===== config.mk =====
export PLATFORM = sky130hd
export DESIGN_NAME = miss_switch_sched
export DESIGN_NICKNAME = d
export VERILOG_FILES = /design/src/rtl/mss_pkg.sv /design/src/rtl/mss_rr_pick.sv /design/src/rtl/mss_stage_track.sv /design/src/rtl/mss_pc_bank.sv /design/src/rtl/miss_switch_sched.sv
export SDC_FILE = /design/constraint.sdc
export NUM_CORES = 1
export LEC_CHECK = 0
export BUFFER_PORTS_ARGS = -buffer_cell sky130_fd_sc_hd__buf_2
export CORE_ASPECT_RATIO = 1.5
export CORE_MARGIN = 4
export CORE_UTILIZATION = 45
export DETAILED_ROUTE_END_ITERATION = 10
export MAX_ROUTING_LAYER = met4
export PLACE_DENSITY_LB_ADDON = 0.05
export SYNTH_ARGS = -nofsm -noshare
export SYNTH_HDL_FRONTEND = slang
export SYNTH_SLANG_ARGS = --single-unit

===== constraint.sdc =====
create_clock -name clk -period 4.6 [get_ports clk]
set_input_delay 0 -clock clk [delete_from_list [all_inputs] [get_ports clk]]
set_output_delay 0 -clock clk [all_outputs]
set_load 0.005 [all_outputs]

===== src/rtl/mss_pkg.sv =====
package mss_pkg;

    typedef enum logic [0:0] {
        ST_RUN  = 1'b0,
        ST_IDLE = 1'b1
    } sched_state_e;

endpackage


===== src/rtl/mss_rr_pick.sv =====
module mss_rr_pick #(
    parameter int N     = 4,
    parameter int TID_W = 2
) (
    input  logic [N-1:0]     ready,
    input  logic [TID_W-1:0] after,
    output logic             found,
    output logic [TID_W-1:0] pick
);

    always_comb begin
        logic [TID_W:0] pos;
        found = 1'b0;
        pick  = after;
        for (int j = 1; j <= N; j++) begin
            pos = {1'b0, after} + (TID_W+1)'(j);
            if (pos >= (TID_W+1)'(N)) begin
                pos = pos - (TID_W+1)'(N);
            end
            if (!found && ready[pos[TID_W-1:0]]) begin
                found = 1'b1;
                pick  = pos[TID_W-1:0];
            end
        end
    end

endmodule


===== src/rtl/mss_stage_track.sv =====
module mss_stage_track #(
    parameter int DEPTH = 5,
    parameter int TID_W = 2,
    parameter int PC_W  = 16,
    parameter int SQ_W  = 3
) (
    input  logic             clk,
    input  logic             rst_n,
    input  logic             issue_en,
    input  logic [TID_W-1:0] issue_tid,
    input  logic [PC_W-1:0]  issue_pc,
    input  logic             miss_valid,
    input  logic [TID_W-1:0] miss_tid,
    output logic             miss_take,
    output logic [PC_W-1:0]  oldest_pc,
    output logic [DEPTH-1:0] squash_mask,
    output logic [SQ_W-1:0]  squash_cnt
);

    logic [DEPTH-1:0] vld_q;
    logic [TID_W-1:0] tid_q [DEPTH];
    logic [PC_W-1:0]  pc_q  [DEPTH];

    assign miss_take = miss_valid && vld_q[DEPTH-1] && (tid_q[DEPTH-1] == miss_tid);
    assign oldest_pc = pc_q[DEPTH-1];

    for (genvar i = 0; i < DEPTH; i++) begin : g_sq
        assign squash_mask[i] = miss_take && vld_q[i] && (tid_q[i] == miss_tid);
    end

    always_comb begin
        squash_cnt = '0;
        for (int i = 0; i < DEPTH; i++) begin
            squash_cnt = squash_cnt + SQ_W'(squash_mask[i]);
        end
    end

    always_ff @(posedge clk) begin
        if (!rst_n) begin
            vld_q <= '0;
            for (int i = 0; i < DEPTH; i++) begin
                tid_q[i] <= '0;
                pc_q[i]  <= '0;
            end
        end else begin
            vld_q[0] <= issue_en;
            tid_q[0] <= issue_tid;
            pc_q[0]  <= issue_pc;
            for (int i = 1; i < DEPTH; i++) begin
                vld_q[i] <= vld_q[i-1] && !squash_mask[i-1];
                tid_q[i] <= tid_q[i-1];
                pc_q[i]  <= pc_q[i-1];
            end
        end
    end

    // after a squash the oldest stage no longer carries the missing thread
    AST_SQUASH_EMPTIES: assert property (@(posedge clk) disable iff (!rst_n)
        miss_take |=> !(vld_q[DEPTH-1] && (tid_q[DEPTH-1] == $past(miss_tid))));

    AST_MISS_NEEDS_OLDEST: assert property (@(posedge clk) disable iff (!rst_n)
        miss_take |-> squash_mask[DEPTH-1]);

endmodule


===== src/rtl/mss_pc_bank.sv =====
module mss_pc_bank #(
    parameter int N         = 4,
    parameter int TID_W     = 2,
    parameter int PC_W      = 16,
    parameter int PC_STRIDE = 256
) (
    input  logic             clk,
    input  logic             rst_n,
    input  logic             issue_en,
    input  logic [TID_W-1:0] issue_tid,
    input  logic             rewind_en,
    input  logic [TID_W-1:0] rewind_tid,
    input  logic [PC_W-1:0]  rewind_pc,
    input  logic [TID_W-1:0] rd_tid,
    output logic [PC_W-1:0]  rd_pc
);

    logic [PC_W-1:0] pc_q [N];

    assign rd_pc = pc_q[rd_tid];

    always_ff @(posedge clk) begin
        if (!rst_n) begin
            for (int t = 0; t < N; t++) begin
                pc_q[t] <= PC_W'(t * PC_STRIDE);
            end
        end else begin
            for (int t = 0; t < N; t++) begin
                if (rewind_en && (rewind_tid == TID_W'(t))) begin
                    pc_q[t] <= rewind_pc;
                end else if (issue_en && (issue_tid == TID_W'(t))) begin
                    pc_q[t] <= pc_q[t] + PC_W'(1);
                end
            end
        end
    end

    AST_PC_ADVANCE: assert property (@(posedge clk) disable iff (!rst_n)
        (issue_en && !rewind_en) |=> (pc_q[$past(issue_tid)] == $past(rd_pc) + PC_W'(1)));

endmodule


===== src/rtl/miss_switch_sched.sv =====
module miss_switch_sched #(
    parameter int NUM_THREADS = 4,
    parameter int PIPE_DEPTH  = 5,
    parameter int PC_W        = 16,
    parameter int PC_STRIDE   = 256,
    parameter int CNT_W       = 16,
    localparam int TID_W      = (NUM_THREADS > 1) ? $clog2(NUM_THREADS) : 1,
    localparam int SQ_W       = $clog2(PIPE_DEPTH + 1)
) (
    input  logic                  clk,
    input  logic                  rst_n,
    input  logic                  miss_valid,
    input  logic [TID_W-1:0]      miss_tid,
    input  logic                  ret_valid,
    input  logic [TID_W-1:0]      ret_tid,
    output logic                  fetch_valid,
    output logic [TID_W-1:0]      fetch_tid,
    output logic [PC_W-1:0]       fetch_pc,
    output logic [PIPE_DEPTH-1:0] squash_mask,
    output logic [CNT_W-1:0]      cost_total,
    output logic [CNT_W-1:0]      idle_total
);

    import mss_pkg::*;

    localparam logic [NUM_THREADS-1:0] ONE_HOT0 = NUM_THREADS'(1);

    sched_state_e            state_q, state_d;
    logic [TID_W-1:0]        cur_q, cur_d;
    logic [NUM_THREADS-1:0]  ready_q, ready_next;
    logic [NUM_THREADS-1:0]  miss_mask, ret_mask;
    logic [CNT_W-1:0]        cost_q, idle_q;

    logic                    miss_take;
    logic [PC_W-1:0]         oldest_pc;
    logic [SQ_W-1:0]         squash_cnt;
    logic [PC_W-1:0]         cur_pc;
    logic                    pick_found;
    logic [TID_W-1:0]        pick_tid;
    logic [TID_W-1:0]        pick_after;

    mss_stage_track #(
        .DEPTH (PIPE_DEPTH),
        .TID_W (TID_W),
        .PC_W  (PC_W),
        .SQ_W  (SQ_W)
    ) u_track (
        .clk         (clk),
        .rst_n       (rst_n),
        .issue_en    (fetch_valid),
        .issue_tid   (cur_q),
        .issue_pc    (cur_pc),
        .miss_valid  (miss_valid),
        .miss_tid    (miss_tid),
        .miss_take   (miss_take),
        .oldest_pc   (oldest_pc),
        .squash_mask (squash_mask),
        .squash_cnt  (squash_cnt)
    );

    mss_pc_bank #(
        .N         (NUM_THREADS),
        .TID_W     (TID_W),
        .PC_W      (PC_W),
        .PC_STRIDE (PC_STRIDE)
    ) u_pcs (
        .clk        (clk),
        .rst_n      (rst_n),
        .issue_en   (fetch_valid),
        .issue_tid  (cur_q),
        .rewind_en  (miss_take),
        .rewind_tid (miss_tid),
        .rewind_pc  (oldest_pc),
        .rd_tid     (cur_q),
        .rd_pc      (cur_pc)
    );

    assign miss_mask  = miss_take ? (ONE_HOT0 << miss_tid) : '0;
    assign ret_mask   = ret_valid ? (ONE_HOT0 << ret_tid) : '0;
    assign ready_next = (ready_q | ret_mask) & ~miss_mask;
    assign pick_after = miss_take ? miss_tid : cur_q;

    mss_rr_pick #(
        .N     (NUM_THREADS),
        .TID_W (TID_W)
    ) u_pick (
        .ready (ready_next),
        .after (pick_after),
        .found (pick_found),
        .pick  (pick_tid)
    );

    // state register
    always_ff @(posedge clk) begin
        if (!rst_n) begin
            state_q <= ST_RUN;
            cur_q   <= '0;
            ready_q <= '1;
            cost_q  <= '0;
            idle_q  <= '0;
        end else begin
            state_q <= state_d;
            cur_q   <= cur_d;
            ready_q <= ready_next;
            if (miss_take) begin
                cost_q <= cost_q + CNT_W'(squash_cnt);
            end
            if (state_q == ST_IDLE) begin
                idle_q <= idle_q + CNT_W'(1);
            end
        end
    end

    // next state and outputs
    always_comb begin
        state_d     = state_q;
        cur_d       = cur_q;
        fetch_valid = 1'b0;
        unique case (state_q)
            ST_RUN: begin
                fetch_valid = !(miss_take && (miss_tid == cur_q));
                if (miss_take) begin
                    if (pick_found) begin
                        cur_d = pick_tid;
                    end else begin
                        state_d = ST_IDLE;
                        cur_d   = miss_tid;
                    end
                end
            end
            ST_IDLE: begin
                if (pick_found) begin
                    state_d = ST_RUN;
                    cur_d   = pick_tid;
                end
            end
            default: begin
                state_d = ST_RUN;
            end
        endcase
    end

    assign fetch_tid  = cur_q;
    assign fetch_pc   = cur_pc;
    assign cost_total = cost_q;
    assign idle_total = idle_q;

    AST_PARKED_NO_ISSUE: assert property (@(posedge clk) disable iff (!rst_n)
        fetch_valid |-> ready_q[fetch_tid]);

    AST_SWITCH_AWAY: assert property (@(posedge clk) disable iff (!rst_n)
        miss_take |=> (!fetch_valid || (fetch_tid != $past(miss_tid))));

    AST_IDLE_TICK: assert property (@(posedge clk) disable iff (!rst_n)
        (state_q == ST_IDLE) |=> (idle_total == $past(idle_total) + CNT_W'(1)));

    AST_COST_HOLD: assert property (@(posedge clk) disable iff (!rst_n)
        !miss_take |=> $stable(cost_total));

    AST_WAKE_RUNS: assert property (@(posedge clk) disable iff (!rst_n)
        ((state_q == ST_IDLE) && ret_valid) |=> fetch_valid);

endmodule


==> impl_metrics.json <==
{
  "run_status": "completed",
  "vias_per_cell": 5.28,
  "routabilityCongestion": 0.873,
  "drt_pre_antenna_iters": 4,
  "hold_path.class": "input port to flip-flop",
  "cts_setup_buffers": 0,
  "ys.flop_type": "dfxtp_1",
  "drt-total-wl_um": 20600,
  "fin_util_pct": 51.7,
  "grt_first_pass_wirelength_um": 34100,
  "setup_ws_ns": 0.404,
  "skew_ns": 0.0135,
  "cp-start-kind": "flip-flop",
  "finalHoldViolCount": 0,
  "drv_slew": 0,
  "synth.ff_latch_count": 200,
  "synth_nets": 871,
  "ys_seq_area_share_pct": 52.6,
  "period_needed_ns": 4.20,
  "worst_pin_slew_ns": 1.13,
  "antenna_cells": 0,
  "postSynthAreaPerCell_um2": 10.4,
  "ctsHtreeMaxLevel": 4,
  "dp_slack_ns": 0.173,
  "hold_buffers": 0,
  "ys_async_sr_fraction_pct": 0,
  "num_vias": 6194,
  "nets": 925,
  "rows": 62,
  "drt_iter0_drc": 274,
  "die_h_um": 180,
  "cts_inserted_buffers": 17,
  "ant_nets": 0,
  "cts_sinks": 200,
  "rsz0062_at_grt": "false",
  "grt_max_degree": 60,
  "power.leakage_nw": 3.78,
  "critPathSlowestCell": "fa_1",
  "tritoncts": "built",
  "drc": 0,
  "synth_edf_count": 64,
  "synthesis.area_um2": 8830,
  "wl_per_cell_um": 17.6,
  "initial_core_util_pct": 45.9,
  "worstPathCellList": "xor2_2 -> or3_4 -> nor2_1 -> ha_1 -> inv_1 -> fa_1 -> inv_1 -> ha_1 -> fa_1 -> inv_1 -> fa_1 -> nor2b_1 -> o2111ai_2 -> or3_1 -> a21oi_1",
  "area_delta_synth_final_pct": 12.7,
  "track_usage_pct": 20.2,
  "cp_max_fo": 9,
  "power_density_nw_per_um2": 353,
  "timing.max_cap.violations": 0,
  "synth_cells": 850,
  "crit_arrival_ns": 4.55,
  "path_clk_slew_ns": 0.08,
  "max-vdd-ir-drop_mv": 0.246,
  "io_pins": 64,
  "yosys_warnings": 0,
  "synth_cell_types": 52,
  "tns_ns": 0,
  "critPathKind": "flip-flop to flip-flop",
  "clock_latency_ns": 0.43,
  "cts_root_buf": "clkbuf_16",
  "critPathMaxStageDelay_ns": 0.51,
  "max_slew_margin_pct": 24.6,
  "drive_gt1_share_pct": 16.0,
  "core-area_um2": 19200,
  "stdcell_area_um2": 9950,
  "dp_hpwl_um": 14700,
  "antenna_found_initial": 0,
  "required_ns": 4.96,
  "finalCritPeriodShare_pct": 91.2,
  "die_x_um": 122,
  "fillers": 1861,
  "die_area_um2": 22000,
  "setup_viol": 0,
  "place_inst": 1141,
  "final_cells": 1172,
  "crit_path_end_kind": "flip-flop",
  "fmax_mhz": 238,
  "grt_pass1_vias": 6451,
  "place_area_um2": 9370,
  "cts_resized": 0,
  "overflow": 0,
  "cts_buffer_depth": 2,
  "port_buffers": 63
}
-- synthesized netlist by cell type (all sizes together) (2+ instances only) --
| cell type | n | area share (%) |
|---|---|---|
| a211oi | 3 | 0.26 |
| fa | 3 | 0.68 |
| and3b | 2 | 0.20 |
| edfxtp | 64 | 22 |
| xor2 | 52 | 5.2 |
| mux4 | 16 | 4.1 |
| nand3b | 4 | 0.34 |
| o32ai | 3 | 0.30 |
| and2 | 92 | 6.5 |
| or4 | 2 | 0.17 |
| inv | 23 | 1.0 |
| and4 | 3 | 0.30 |
| xnor2 | 41 | 4.1 |
| ha | 10 | 1.4 |
| a2bb2oi | 3 | 0.30 |
| o21ai | 70 | 4.7 |
| nor2b | 5 | 0.35 |
| nor2 | 50 | 2.1 |
| a21oi | 12 | 0.68 |
| dfxtp | 136 | 31 |
| nand2 | 98 | 4.2 |
| mux2i | 4 | 0.45 |
| and3 | 27 | 1.9 |
| nor3 | 9 | 0.51 |
| o22ai | 3 | 0.21 |
| or3 | 7 | 0.50 |
| buf | 15 | 1.1 |
| nand4 | 11 | 0.78 |
| clkbuf | 25 | 1.1 |
| nand3 | 41 | 2.3 |
| nor4 | 3 | 0.21 |
-- metrics by stage --
stage	power, mW	hold slack (ns)
6_report	3.51	0.0566
5_1_grt	3.65	0.0979
4_1_cts	3.55	0.0483
3_5_place_dp	2.11	0.417
3_3_place_gp	2.10	0.414
2_1_floorplan	2.04	0.292
-- power by group --
part	leakage (nW)	switching, mW	internal, mW	total, mW
registers	1.76	0.0430	1.87	1.91
logic	1.75	0.0866	0.0663	0.153
clock network	0.276	0.677	0.766	1.44
-- critical path, delay by kind of cell (launching register included) --
| family | cells | cell delay [ns] |
|---|---|---|
| AOI/OAI and AO/OA | 2 | 0.36 |
| xor gates and xnor gates | 1 | 0.20 |
| adders and majority gates | 5 | 1.77 |
| buffers and inverters | 3 | 0.15 |
| DFF | 1 | 0.34 |
| and+or+nand+nor | 4 | 1.31 |
-- cell type report --
cell class	instances	area [um^2]	area share, %
timing repair buffer	75	405	4.07
multi-input combinational	587	3930	39.5
inverter	23	88.8	0.893
sequential	200	4640	46.7
clock buffer	22	485	4.88
clock inverter	9	77.6	0.780
tap	256	320	3.22
-- final timing paths --
kind | startpoint | endpoint | slack [ns] | cells after the start
min | rst_n | ready_q[2] | 0.06 | 2
max reg2reg | u_track.tid_q[0][8] | cost_total[12] | 0.40 | 15
min reg2reg | u_track.pc_q[0][59] | u_track.pc_q[0][75] | 0.43 | 1
max | u_track.tid_q[0][8] | cost_total[12] | 0.40 | 15
-- state kept, by name (all words and copies together) (netlist names), named ones only --
register / cells
cost_total: 16
fetch_tid: 2
idle_total: 16
ready_q: 4
state_q: 1
u_pcs.pc_q: 64
u_track.pc_q: 80
u_track.tid_q: 10
u_track.vld_q: 5
-- cells by family after synthesis --
group | after synthesis | share of synthesized area, %
buf+inv | 63 | 3.18
fa+ha+maj | 13 | 2.10
simple gates | 358 | 20.8
compound gates | 103 | 7.46
flops | 200 | 52.6
xor+xnor | 93 | 9.31
mux | 20 | 4.54
-- layout by cell type, fill, tap and decap left out, types with 4 or more instances in the layout --
cell type	instances
nor2_1	49
inv_1	21
inv_6	5
clkbuf_16	18
or3_1	6
buf_4	12
dfxtp_1	136
nor3_1	9
nand4_1	11
mux2i_1	4
a21oi_1	12
nand3_1	41
o21ai_0	51
xnor2_1	41
nor2b_1	5
mux4_2	16
xor2_1	51
edfxtp_1	64
ha_1	10
nand2_1	98
nand3b_1	4
o21ai_2	18
and3_1	27
buf_2	63
and2_1	92
-- metal layers --
metal  up-vias  global-route usage [%]  wire length [um]
li1       3013                       -                 -
met1      3007                    24.1              8780
met5         -                       -                 0
met2       142                    34.1             10500
met4         0                    6.86               519
met3        32                    3.84               761
(Power assumes the default switching activity.)
